## config.mk

```make
export PLATFORM = sky130hd
export DESIGN_NAME = pulse_spreader
export DESIGN_NICKNAME = d
export VERILOG_FILES = /design/src/rtl/pulse_spreader.sv
export SDC_FILE = /design/constraint.sdc
export NUM_CORES = 1
export LEC_CHECK = 0
export BUFFER_PORTS_ARGS = -buffer_cell sky130_fd_sc_hd__buf_4
export CORE_MARGIN = 2
export CORE_UTILIZATION = 60
export DETAILED_ROUTE_END_ITERATION = 6
export GPL_TIMING_DRIVEN = 0
export PLACE_DENSITY = 0.86
export SETUP_SLACK_MARGIN = 0.2
export SLEW_MARGIN = 20
export SYNTH_ARGS = -nofsm -noshare
export SYNTH_HDL_FRONTEND = slang
export SYNTH_SLANG_ARGS = --single-unit
export TNS_END_PERCENT = 1
```

## constraint.sdc

```tcl
create_clock -name clk -period 5.73 [get_ports clk]
set_clock_uncertainty 0.15 [all_clocks]
set_input_delay 0.573 -clock clk [delete_from_list [all_inputs] [get_ports clk]]
set_output_delay 0.573 -clock clk [all_outputs]
set_load 0.01 [all_outputs]
```

## src/rtl/pulse_spreader.sv

```systemverilog
module pulse_spreader #(
  parameter int DEPTH = 8,
  parameter int IVL_W = 8,
  parameter int CH    = 2
) (
  input  logic             clk,
  input  logic             rst_n,
  input  logic             frame_start,
  input  logic             wr_en,
  input  logic [CH-1:0]    wr_sign,
  input  logic [IVL_W-1:0] interval,
  input  logic             fir_ce,
  input  logic             pol_inv,
  output logic [CH-1:0]    pulse_out,
  output logic             overflow
);
  localparam int PW = $clog2(DEPTH);
  localparam int CW = IVL_W + 2;
  localparam logic [PW:0] FULL = (PW+1)'(DEPTH);

  logic [CH-1:0] mem [DEPTH];
  logic [PW-1:0] rd_ptr, wr_ptr;
  logic [PW:0]   occ;
  logic [CW-1:0] cnt;
  logic [CH-1:0] act;

  wire            bypass = (interval == '0);
  wire [CW-1:0]   reload = {interval, 2'b00};
  wire            full   = (occ == FULL);
  wire            tick   = !bypass && !frame_start && fir_ce && (cnt == CW'(1));
  wire            push   = wr_en && !bypass && (frame_start || !full);
  wire            pop    = tick && (occ != '0);

  always_ff @(posedge clk) begin
    if (push) mem[frame_start ? '0 : wr_ptr] <= wr_sign;
  end

  always_ff @(posedge clk) begin
    if (!rst_n) begin
      rd_ptr <= '0;
      wr_ptr <= '0;
      occ    <= '0;
    end else if (frame_start) begin
      rd_ptr <= '0;
      wr_ptr <= push ? PW'(1) : '0;
      occ    <= push ? (PW+1)'(1) : '0;
    end else begin
      if (push) wr_ptr <= wr_ptr + PW'(1);
      if (pop)  rd_ptr <= rd_ptr + PW'(1);
      if (push && !pop)      occ <= occ + (PW+1)'(1);
      else if (pop && !push) occ <= occ - (PW+1)'(1);
    end
  end

  always_ff @(posedge clk) begin
    if (!rst_n)                      cnt <= '0;
    else if (frame_start)            cnt <= reload;
    else if (tick)                   cnt <= reload;
    else if (fir_ce && cnt != '0 && !bypass) cnt <= cnt - CW'(1);
  end

  always_ff @(posedge clk) begin
    if (!rst_n)                overflow <= 1'b0;
    else if (wr_en && !bypass && !frame_start && full) overflow <= 1'b1;
  end

  always_ff @(posedge clk) begin
    if (!rst_n)                act <= '0;
    else if (bypass && wr_en)  act <= wr_sign;
    else if (tick)             act <= pop ? mem[rd_ptr] : '0;
  end

  assign pulse_out = pol_inv ? act : ~act;
endmodule

```

==> impl_metrics.toml <==
[outcome]
outcome = "finished clean"

[timing]
final_hold_viol_count = 0
rsz0062_at_grt = "false"
finalSetupTns_ns = 0
hold_ws_ns = 0.345
worst_pin_slew_ns = 0.858
setup_viol = 0
drv_slew = 0
fmax_mhz = 330
period_share_pct = 52.8
timing.final.crit_period_ns = 3.03
fin_ws_ns = 2.70
max_slew_margin_pct = 42.3

[synth]
ys_seq_area_share_pct = 45.4
synth_edf_count = 16
synthCells = 211
synth_area_per_cell_um2 = 10.4
async_reset_ff_share_pct = 0
ys_warn_count = 0
synth-seq-cells = 42
synth_ff_type = "dfxtp_1"
netlist_area_um2 = 2200
synth_fp_nets = 235
synthDistinctLibCells = 56

[worst_setup_path]
slowest_stage = "nor4_2"
required_ns = 5.79
cp-start-kind = "primary input"
cp-startpoint = "interval[4]"
path_class = "in2reg"
cp_data_arrival_time_ns = 3.09
timing.rr.start = "occ[0]$_SDFFE_PN0P_"
slowest_delay_ns = 0.63
endpoint_kind = "register"
crit_path_max_fanout = 7
path_cells = "buf_4 > nor4_2 > a21o_1 > or3_4 > nand2_2 > ha_1 > a21o_1 > a21oi_1 > nor3b_1 > mux2i_1 > o311ai_1"
cp_common_cell = "a21o_1"

[final_layout]
mostFrequentLayoutCell = "dfxtp_1"
area_growth_pct = 13.1
final_cell_mix = "dfxtp_1, nand2_1, buf_4"
instances_no_fill = 285
layout-drive-gt1-share_pct = 21.1
nFillCells = 272
diodes = 0
fin_util_pct = 69.1
finalInstanceArea_um2 = 2490
nNetsFinal = 260

[detailed_routing]
drt_first_pass_iters = 4
wire_per_inst_um = 14.6
drt_wl_total_um = 4150
via_per_inst = 5.85
ant_nets = 0
drt-initial-drc-count = 114
drc_errors = 0
num_vias = 1667

[global_routing]
gr-total-overflow = 0
track_usage_pct = 21.3
grt_first_pass_wirelength_um = 6860
first_global_vias = 1513
grt_antenna_before_repair = 0
grt_start_max_net_pins = 16

[power_and_ir_drop]
p_leak_nw = 0.889
power_uw = 623
p_per_area_nw_per_um2 = 250
ir_drop_mv = 0.180

[floorplan]
die_x_um = 64.6
row_count = 22
die_h_um = 64.6
fp.coreArea_um2 = 3610
io_pins = 19
initial_utilization_pct = 61.1
die_area_um2 = 4170

[clock_network]
cts_tree = "built"
cts_buffers = 5
clock_latency_ns = 0.30
clockBufferDepth = 2
clockRootBuffer = "clkbuf_8"
cts.repair.resized = 0
cts.sink_count = 42
cts.hold.buffers_added = 0
cts_setup_buffers = 0
ctsHtreeMaxLevel = 2
clkSlewWorstSetupHoldPaths_ns = 0.09

[job]
max_cap_violations = 0

[worst_hold_path]
min_path_type = "reg2reg"
hp-start = "rd_ptr[1]$_SDFFE_PP0P_"

[place]
pre_cts_slack_ns = 2.42
dpl-instance-area_um2 = 2400
gp_congestion = 0.867
io_buffers = 18
dp_hpwl_um = 3060
place_inst = 277
==> Yosys cell counts (3+ instances only) <==
master | count | share of area (%)
dfxtp_1 | 26 | 24
nand2_1 | 19 | 3.2
nor2_1 | 17 | 2.9
edfxtp_1 | 16 | 22
a21oi_1 | 12 | 2.7
o21ai_0 | 9 | 2.0
xor2_1 | 8 | 3.2
ha_1 | 7 | 4.0
nor3_1 | 7 | 1.6
inv_1 | 6 | 1.0
nand3_1 | 6 | 1.4
xnor2_1 | 6 | 2.4
mux4_2 | 4 | 4.1
a211oi_1 | 3 | 1.0
a31oi_1 | 3 | 0.85
clkbuf_1 | 3 | 0.51
mux2_2 | 3 | 1.5
nand3b_1 | 3 | 1.0
nand4_1 | 3 | 0.85
o21ai_1 | 3 | 0.68
or3_1 | 3 | 0.85
==> power breakdown <==
group          switching [mW]  internal, mW
Clock                   0.114        0.0872
Sequential             0.0127         0.320
Combinational          0.0483        0.0415
==> flip-flops by register name, summed over array words and instances, names as in the netlist, named ones only <==
| register | cells |
|---|---|
| act | 2 |
| cnt | 10 |
| mem | 16 |
| occ | 4 |
| overflow | 1 |
| rd_ptr | 3 |
| wr_ptr | 3 |
==> critical path: cells and delay by family <==
kind	cells	cell delay, ns
AO/OA/AOI/OAI	4	0.84
adder cells (fa/ha/maj)	1	0.27
buffers and inverters	1	0.11
multiplexers	1	0.12
AND/OR/NAND/NOR	4	1.17
==> final timing paths <==
kind | slack [ns] | depth (start not counted) | end
worst min-delay path | 0.35 | 2 | rd_ptr[1]$_SDFFE_PP0P_
worst max register to register | 2.78 | 9 | occ[3]$_SDFFE_PN0P_
worst min register to register | 0.35 | 2 | rd_ptr[1]$_SDFFE_PP0P_
worst max-delay path | 2.70 | 11 | occ[3]$_SDFFE_PN0P_
==> logic make-up after synthesis <==
family	after synthesis	synth area share [%]
simple gates	83	22.3
flops	42	45.4
compound gates	40	11.3
xor+xnor	15	6.30
buf+inv	13	2.73
mux	10	7.04
fa+ha+maj	8	4.88
==> metal layers <==
layer | part of all wire, % | global-route usage, % | up-vias
li1 | - | - | 820
met1 | 48 | 29.2 | 808
met2 | 48 | 34.0 | 35
met3 | 3.9 | 5.73 | 4
met4 | 0.77 | 4.79 | 0
met5 | 0 | 0 | -
==> layout make-up <==
type	count	area [um^2]	area share, %
multi-input cells	156	1140	45.9
flip-flops and latches	42	1000	40.2
repair buffers	18	135	5.42
clock buffers	5	68.8	2.76
well taps	48	60.1	2.41
plain buffers	6	33.8	1.36
inverters	7	26.3	1.05
clock inverters	3	23.8	0.954
Power figures use the tool's default switching activity.
